## src/rtl/rxf_pkg.sv

```systemverilog
package rxf_pkg;

   typedef enum logic [1:0] {
      MM_OFF       = 2'd0,
      MM_ANY       = 2'd1,
      MM_UNI_BCAST = 2'd2,
      MM_UNI_MCAST = 2'd3
   } match_mode_e;

   // per-class report selects, command bits 5:0
   typedef struct packed {
      logic good;      // bit 5
      logic no_ovf;    // bit 4
      logic short_f;   // bit 3
      logic drib_ok;   // bit 2
      logic fcs;       // bit 1
      logic ovf;       // bit 0
   } report_sel_t;

   // frame fault summary, status bits 4:0
   typedef struct packed {
      logic good;
      logic short_f;
      logic drib;
      logic fcs;
      logic ovf;
   } frame_flags_t;

   localparam int STAT_W    = 8;
   localparam int LOCK_BIT  = 7;

endpackage

```

## src/rtl/rxf_addr_match.sv

```systemverilog
module rxf_addr_match
   import rxf_pkg::*;
#(
   parameter int ADDR_W = 48
) (
   input  match_mode_e       mode,
   input  logic [ADDR_W-1:0] station_addr,
   input  logic [ADDR_W-1:0] dest,
   output logic              addr_ok
);
   localparam int NBYTES   = ADDR_W / 8;
   localparam int MCAST_IX = ADDR_W - 8;

   logic [NBYTES-1:0] byte_all_ones;
   logic              is_bcast;
   logic              is_mcast;
   logic              is_self;

   for (genvar b = 0; b < NBYTES; b++) begin : g_bc
      assign byte_all_ones[b] = &dest[b*8 +: 8];
   end

   assign is_bcast = &byte_all_ones;
   assign is_mcast = dest[MCAST_IX];
   assign is_self  = (dest == station_addr);

   always_comb begin
      unique case (mode)
         MM_OFF:       addr_ok = 1'b0;
         MM_ANY:       addr_ok = 1'b1;
         MM_UNI_BCAST: addr_ok = is_self | is_bcast;
         MM_UNI_MCAST: addr_ok = is_self | is_mcast;
         default:      addr_ok = 1'b0;
      endcase
   end
endmodule

```

## src/rtl/rxf_classify.sv

```systemverilog
module rxf_classify
   import rxf_pkg::*;
#(
   parameter int LEN_W   = 11,
   parameter int MIN_LEN = 64
) (
   input  report_sel_t      sel,
   input  logic [LEN_W-1:0] len,
   input  logic             ovf,
   input  logic             fcs_bad,
   input  logic             dribble,
   output frame_flags_t     flags,
   output logic             wanted
);
   localparam logic [LEN_W-1:0] MIN_L = LEN_W'(MIN_LEN);

   logic is_short;
   logic is_good;

   assign is_short = (len < MIN_L);
   assign is_good  = ~is_short & ~fcs_bad & ~ovf & (~dribble | sel.drib_ok);

   always_comb begin
      flags.good    = is_good;
      flags.short_f = is_short;
      flags.drib    = dribble;
      flags.fcs     = fcs_bad;
      flags.ovf     = ovf;
   end

   assign wanted = (sel.ovf     & ovf)
                 | (sel.fcs     & fcs_bad)
                 | (sel.short_f & is_short)
                 | (sel.no_ovf  & ~ovf)
                 | (sel.good    & is_good);
endmodule

```

## src/rtl/rxf_status_latch.sv

```systemverilog
module rxf_status_latch
   import rxf_pkg::*;
(
   input  logic               clk,
   input  logic               rst_n,
   input  logic               take,
   input  frame_flags_t       flags,
   input  logic               stat_re,
   output logic [STAT_W-1:0]  stat,
   output logic               irq
);
   logic         lock_open;
   frame_flags_t held;

   always_ff @(posedge clk) begin
      if (!rst_n) begin
         lock_open <= 1'b1;
         held      <= '0;
         irq       <= 1'b0;
      end else if (stat_re) begin
         lock_open <= 1'b1;
         irq       <= 1'b0;
      end else if (take && lock_open) begin
         lock_open <= 1'b0;
         held      <= flags;
         irq       <= 1'b1;
      end
   end

   assign stat = {lock_open, 2'b00, held};
endmodule

```

## src/rtl/rxf_judge.sv

```systemverilog
module rxf_judge
   import rxf_pkg::*;
#(
   parameter int ADDR_W  = 48,
   parameter int LEN_W   = 11,
   parameter int MIN_LEN = 64
) (
   input  logic              clk,
   input  logic              rst_n,
   input  logic              cmd_we,
   input  logic [7:0]        cmd_wdata,
   input  logic              stat_re,
   output logic [7:0]        stat_rdata,
   input  logic [ADDR_W-1:0] station_addr,
   input  logic              frm_done,
   input  logic [ADDR_W-1:0] frm_dest,
   input  logic [LEN_W-1:0]  frm_len,
   input  logic              frm_overflow,
   input  logic              frm_fcs_bad,
   input  logic              frm_dribble,
   output logic              rx_irq
);
   if (ADDR_W % 8 != 0 || ADDR_W < 16) begin : g_bad_addr
      $error("rxf_judge: ADDR_W must be a whole number of bytes, at least two");
   end
   if (MIN_LEN < 1 || MIN_LEN >= (1 << LEN_W)) begin : g_bad_len
      $error("rxf_judge: MIN_LEN must fit in LEN_W bits");
   end

   logic [7:0]   cmd_q;
   logic         addr_ok;
   logic         wanted;
   logic         take;
   frame_flags_t flags;

   always_ff @(posedge clk) begin
      if (!rst_n)      cmd_q <= 8'h00;
      else if (cmd_we) cmd_q <= cmd_wdata;
   end

   rxf_addr_match #(.ADDR_W(ADDR_W)) u_match (
      .mode         (match_mode_e'(cmd_q[7:6])),
      .station_addr (station_addr),
      .dest         (frm_dest),
      .addr_ok      (addr_ok)
   );

   rxf_classify #(.LEN_W(LEN_W), .MIN_LEN(MIN_LEN)) u_class (
      .sel     (report_sel_t'(cmd_q[5:0])),
      .len     (frm_len),
      .ovf     (frm_overflow),
      .fcs_bad (frm_fcs_bad),
      .dribble (frm_dribble),
      .flags   (flags),
      .wanted  (wanted)
   );

   assign take = frm_done & addr_ok & wanted;

   rxf_status_latch u_stat (
      .clk     (clk),
      .rst_n   (rst_n),
      .take    (take),
      .flags   (flags),
      .stat_re (stat_re),
      .stat    (stat_rdata),
      .irq     (rx_irq)
   );
endmodule

```

## config.mk

```make
export PLATFORM = sky130hd
export DESIGN_NAME = rxf_judge
export DESIGN_NICKNAME = d
export VERILOG_FILES = /design/src/rtl/rxf_pkg.sv /design/src/rtl/rxf_addr_match.sv /design/src/rtl/rxf_classify.sv /design/src/rtl/rxf_status_latch.sv /design/src/rtl/rxf_judge.sv
export SDC_FILE = /design/constraint.sdc
export NUM_CORES = 1
export LEC_CHECK = 0
export BUFFER_PORTS_ARGS = -buffer_cell sky130_fd_sc_hd__buf_2
export CORE_MARGIN = 2
export CORE_UTILIZATION = 33
export CTS_BUF_LIST = sky130_fd_sc_hd__clkbuf_16
export DETAILED_ROUTE_END_ITERATION = 12
export PLACE_DENSITY = 0.78
export SYNTH_ARGS = -nofsm -noshare
export SYNTH_HDL_FRONTEND = slang
export SYNTH_SLANG_ARGS = --single-unit
```

## constraint.sdc

```tcl
create_clock -name clk -period 1.9 [get_ports clk]
set_input_delay 0 -clock clk [delete_from_list [all_inputs] [get_ports clk]]
set_output_delay 0 -clock clk [all_outputs]
set_load 0.02 [all_outputs]
```

## Word level (Yosys, flattened, before mapping)

Index checks and enable logic that the tools add are counted.

- Register bits: 15

- $lt $le $gt $ge: 1
- Bitwise logic cells: 23
- Eq/ne operators: 4
- Reductions and logical operators: 5
- Muxes and demuxes: 1

Operator list:

| cell | number |
|---|---|
| 48-bit == test | 1 |
| 48-bit AND reduction | 1 |
| 11-bit by 7-bit less-than comparator with 1-bit output, second input constant | 1 |
| 1-bit bitwise AND | 10 |
| 1-bit OR | 7 |
| 1-bit NOT | 6 |
| 2-bit == test, second input constant | 2 |
| 1-bit case mux with 4 select lines | 1 |
| 2-bit by 1-bit == test with 1-bit output, second input constant | 1 |
| 2-bit zero test | 1 |
| 2-bit AND reduction | 1 |
| 2-bit OR reduction | 1 |
| 1-bit logical AND | 1 |

## Depth between registers and ports, before layout

- Word-level depth: 10
- Depth in mapped cells: 6
- Mapped depth without buffers: 6

## By module

A second synthesis with hierarchy kept.

- Cells, all modules: 158
- Area, all modules: 1396.3 um^2

By module, submodules not included:

| module | area an instance (um^2) | cells each | times used | seq. area each (um^2) |
|---|---|---|---|---|
| rxf_addr_match | 664.4 | 84 | 1 | 0.0 |
| rxf_judge | 307.8 | 26 | 1 | 160.2 |
| rxf_status_latch | 307.8 | 33 | 1 | 140.1 |
| rxf_classify | 116.4 | 15 | 1 | 0.0 |

## Least setup slack after synthesis

No wires, ideal clock.

- Path type: reg2reg
- Start point: register cmd_q[6]
- End point: register u_stat.held (netlist bit u_stat.stat[0])
- Buffers on the path: 0
- Slack: -0.127 ns
- Cell stages (with the launch flop): 7
- Required time: 1.828 ns
- Data arrival time: 1.955 ns
- Clock period less this slack: 2.027 ns
- Cells stage by stage: dfxtp_1 > nand4b_1 > or4_1 > nor3_1 > a32oi_1 > a2111oi_4 > mux2i_1

- Word-level cells in the longest chain between the ends: 6
- Elaborated cells between the ends (all ways): 9
- Classes of those cells: eq/ne: 3; mux: 1; bitwise: 2; reduce/logical: 3

RTL lines:

| element | RTL line | source |
|---|---|---|
| start, declared | rxf_judge.sv:30 | `logic [7:0] cmd_q;` |
| start signal, assigned | rxf_judge.sv:38 | `else if (cmd_we) cmd_q <= cmd_wdata;` |
| 2-bit == test (tied with other cells) | rxf_addr_match.sv:28 | `unique case (mode)` |
| 1-bit case mux with 4 select lines * | rxf_addr_match.sv:28 |  |
| 1-bit bitwise AND * (2 in a row) | rxf_judge.sv:58 | `assign take = frm_done & addr_ok & wanted;` |
| 1-bit logical AND * | rxf_status_latch.sv:23 | `end else if (take && lock_open) begin` |
| 2-bit AND reduction (no source line) * | -- |  |
| end signal, assigned | rxf_status_latch.sv:25 | `held <= flags;` |
| end, declared | rxf_status_latch.sv:13 | `frame_flags_t held;` |

Mark *: on every way between the ends. The rest lies on a longest branch, timed or not.
A chain may end at the register's enable or synchronous reset.

## Worst setup path after layout

- Start point: register cmd_q[6]
- End point: register u_stat.held (netlist bit u_stat.stat[3])

The elaborated chain is that of the path after synthesis.

==> summary.txt <==
Status
  – Status: finished, violations left
  – Violated checks: negative setup slack

Finish
  – Fill cell count: about 380
  – Most common library cell in the layout ignoring fill and taps: buf_2
  – Nets@finish: between 400 and 500
  – Most frequent cells in the layout: 123 x buf_2, 47 x xor2_1, 15 x dfxtp_1
  – Ant. Diodes: 0
  – Final non-filler cell total: approximately 340
  – Synthesis-to-layout area growth: 63.2%
  – Register Area: 300 µm²
  – Share of post-route cells with drive strength above 1: 50.9%
  – Area taken by multi-input logic gates: between 1000 and 1500 µm²

Setup path
  – Arrival time at the worst endpoint: approximately 2.2 ns
  – Highest cell delay on the worst timing path: 0.45 ns
  – Required time at the endpoint of the critical path: 2.07 ns
  – Cell family with most CP delay: simple AND/OR/NAND/NOR gates
  – Sum of buffers and inverters on the critical path: 1
  – Crit path cell chain: nand4b_1 > or4_4 > nor3_4 > a32oi_2 > a2111oi_4 > buf_4 > mux2i_1
  – Flop-to-flop setup slack: -0.14 ns
  – Worst path slowest cell: or4_4
  – Beginning of the worst register-to-register path: cmd_q[6]
  – Category of the critical setup timing path: reg2reg
  – Nature of the critical path startpoint: flop
  – Maximum fanout along the worst path: 5
  – Setup crit start: cmd_q[6]
  – Worst setup EP type: flop

Synthesis
  – Dominant combinational cell family by area after synthesis: XOR/XNOR gates
  – XOR/XNOR Fraction of Synth Area: between 30% and 40%
  – Most common flop cell mapped by yosys: dfxtp_1
  – Synth Warn #: 0
  – Number of enable flip-flop cells after synthesis: 0
  – Fraction of the mapped netlist area in adder cells: 0%
  – Synthesized-area fraction occupied by and/or/nand/nor cells: between 20% and 30%
  – Ys async rst share: 0%
  – Distinct cell type count after synthesis: 31
  – Share of synthesized area occupied by flip-flops and latches: 22.4%
  – Post-synthesis cell area: 1340 µm²
  – Compound-Gate Fraction of Synth Area: approximately 5.4%
  – Number of synthesized register bits: 15
  – Mean post-synth cell area: 8.72 µm²
  – Fraction of synthesized area in multiplexers: 10.5%
  – Synth Instances: roughly 150

Min path
  – Beginning of the worst hold path: frm_dribble
  – Classification of the worst-slack hold path: in2reg

Clocking
  – Number of buffers inserted for hold repair after clock tree synthesis: 0
  – TritonCTS clock tree: yes
  – CTS sink count: 15
  – Clock slew seen by the registers of the worst setup and hold paths: ~0.050 ns
  – Latest clock arrival within the worst-skew pair: between 0.2 and 0.3 ns
  – Maximum clock path buffer count: 2
  – Number of H-tree levels: 1
  – TritonCTS Buffers: 3
  – Number of setup buffers added after CTS: 0
  – CTS Root Buffer Type: clkbuf_16

Floorplanning
  – Core region area: 3970 µm²
  – Width of the die: roughly 68 µm
  – Die height: just under 70 µm
  – Starting utilization of the core area: roughly a third
  – Number of cell rows: 23
  – Die footprint: between 4000 and 5000 µm²
  – Number of top-level pins: 132

Power and ir drop
  – Power density of the placed cells: between 400 and 500 nW/µm²
  – Maximum ir drop on the vdd rail: approximately 390 µV
  – Leak pwr: roughly 1.1 nW

GRT
  – Vias in the first global route: 1620
  – Global-route wire length before repair: about 6600 µm
  – Number of antenna violations at the first check in global routing: 0
  – Total gr overflow: 0
  – Pin count of the biggest net entering global routing: 20
  – Total routing usage reported by global routing: about a fifth

STA
  – Fin Clk Skew: roughly 0.0035 ns
  – Pins Over Slew Limit: 0
  – Smallest hold slack: between 0.01 and 0.015 ns
  – Number of hold violations in the final report: 0
  – Total Negative Setup Slacks: -0.571 ns
  – Final Setup Violations: 5
  – Worst setup slack after layout: -0.139 ns
  – Period utilisation layout: 107%
  – Unrepaired setup endpoints after global routing: true
  – Minimum clock period after layout: 2.04 ns
  – FMAX: 0.490 GHz

Placed design
  – Buffers on Ports: 123
  – Setup slack at placement: -0.352 ns
  – RePlAce Congestion: between 0.7 and 0.8
  – Inst Count DP: between 300 and 400
  – HPWL after detailed placement: between 3000 and 4000 µm

Job
  – Number of max-cap violations: 0

Route
  – Average routed wire per standard cell: between 10 and 15 µm
  – Remaining antenna violation count after routing: 0
  – Number of design rule violations left after detail routing: 0
  – Number of detailed-routing iterations run before antenna repair: 4
  – Number of vias after detailed routing: around 1600
  – Drt via density: between 4 and 5
  – Number of DRC markers in iteration 0: 20
  – Routed wire length: between 4000 and 5000 µm
==> state kept, by name (all words and copies together), names as in the netlist <==
| name | cells |
|---|---|
| cmd_q | 8 |
| u_stat.irq | 1 |
| u_stat.lock_open | 1 |
| u_stat.stat | 5 |
==> Yosys cell counts (all sizes together) (2+ instances only) <==
cell,instances,area (µm²)
buf,3,22.5
o21ai,3,15.0
nand4,13,81.3
or4,3,26.3
nor4,12,81.3
inv,2,7.51
nor2b,10,62.6
mux2i,13,130
clkbuf,3,11.3
xor2,47,412
nor3,3,15.0
nand2,10,37.5
nand3,2,10.0
dfxtp,15,300
nor2,2,7.51
==> cell type report <==
class,count,area share (%)
multi-input cells,132,46.9
repair buffers,136,32.6
flip-flops and latches,15,13.7
clock buffers,3,3.43
well taps,50,2.86
inverters,2,0.343
clock inverters,1,0.228
==> cells by family after synthesis <==
kind of cell              Yosys count
muxes                              14
xor gates and xnor gates           48
AOI/OAI and AO/OA                   8
other                               1
buffers and inverters               8
DFF                                15
and+or+nand+nor                    60
==> path summary, 6_finish.rpt <==
| check | to | depth (start not counted) |
|---|---|---|
| max | u_stat.stat[3] | 7 |
| min | u_stat.stat[2] | 3 |
| max reg2reg | u_stat.stat[3] | 7 |
| min reg2reg | u_stat.stat[2] | 2 |
==> per-stage QoR <==
step | total power [mW] | cell area [µm²] | utilization, %
floorplan | 0.464 | 1350 | -
global placement | 0.645 | 2090 | 52.6
detailed placement | 0.653 | 2090 | 52.6
CTS | 1.07 | 2190 | 55.2
global route | 1.11 | 2190 | 55.2
finish | 1.06 | 2190 | 55.2
==> worst min-delay path, cell delays in order <==
cell and delay, ns:
buf_2 0.10, nand2_1 0.05, mux2i_1 0.06
==> layer usage <==
| layer | vias up | part of all wire [%] | global-route usage (%) |
|---|---|---|---|
| li1 | 817 | - | - |
| met1 | 719 | 35 | 18.1 |
| met2 | 79 | 54 | 39.6 |
| met3 | 8 | 10 | 3.83 |
| met4 | 0 | 1.4 | 6.00 |
| met5 | - | 0 | 0 |
==> where the power goes <==
group | switching [mW] | internal, mW
Clock | 0.131 | 0.281
Sequential | 0.00551 | 0.326
Combinational | 0.145 | 0.173
Total | 0.281 | 0.780
==> timing repair <==
item,in CTS,in global routing
setup endpoints to repair,5,5
gates resized for setup,4,0
pin swaps,3,0
No activity file was read; power rests on OpenSTA's default activity.
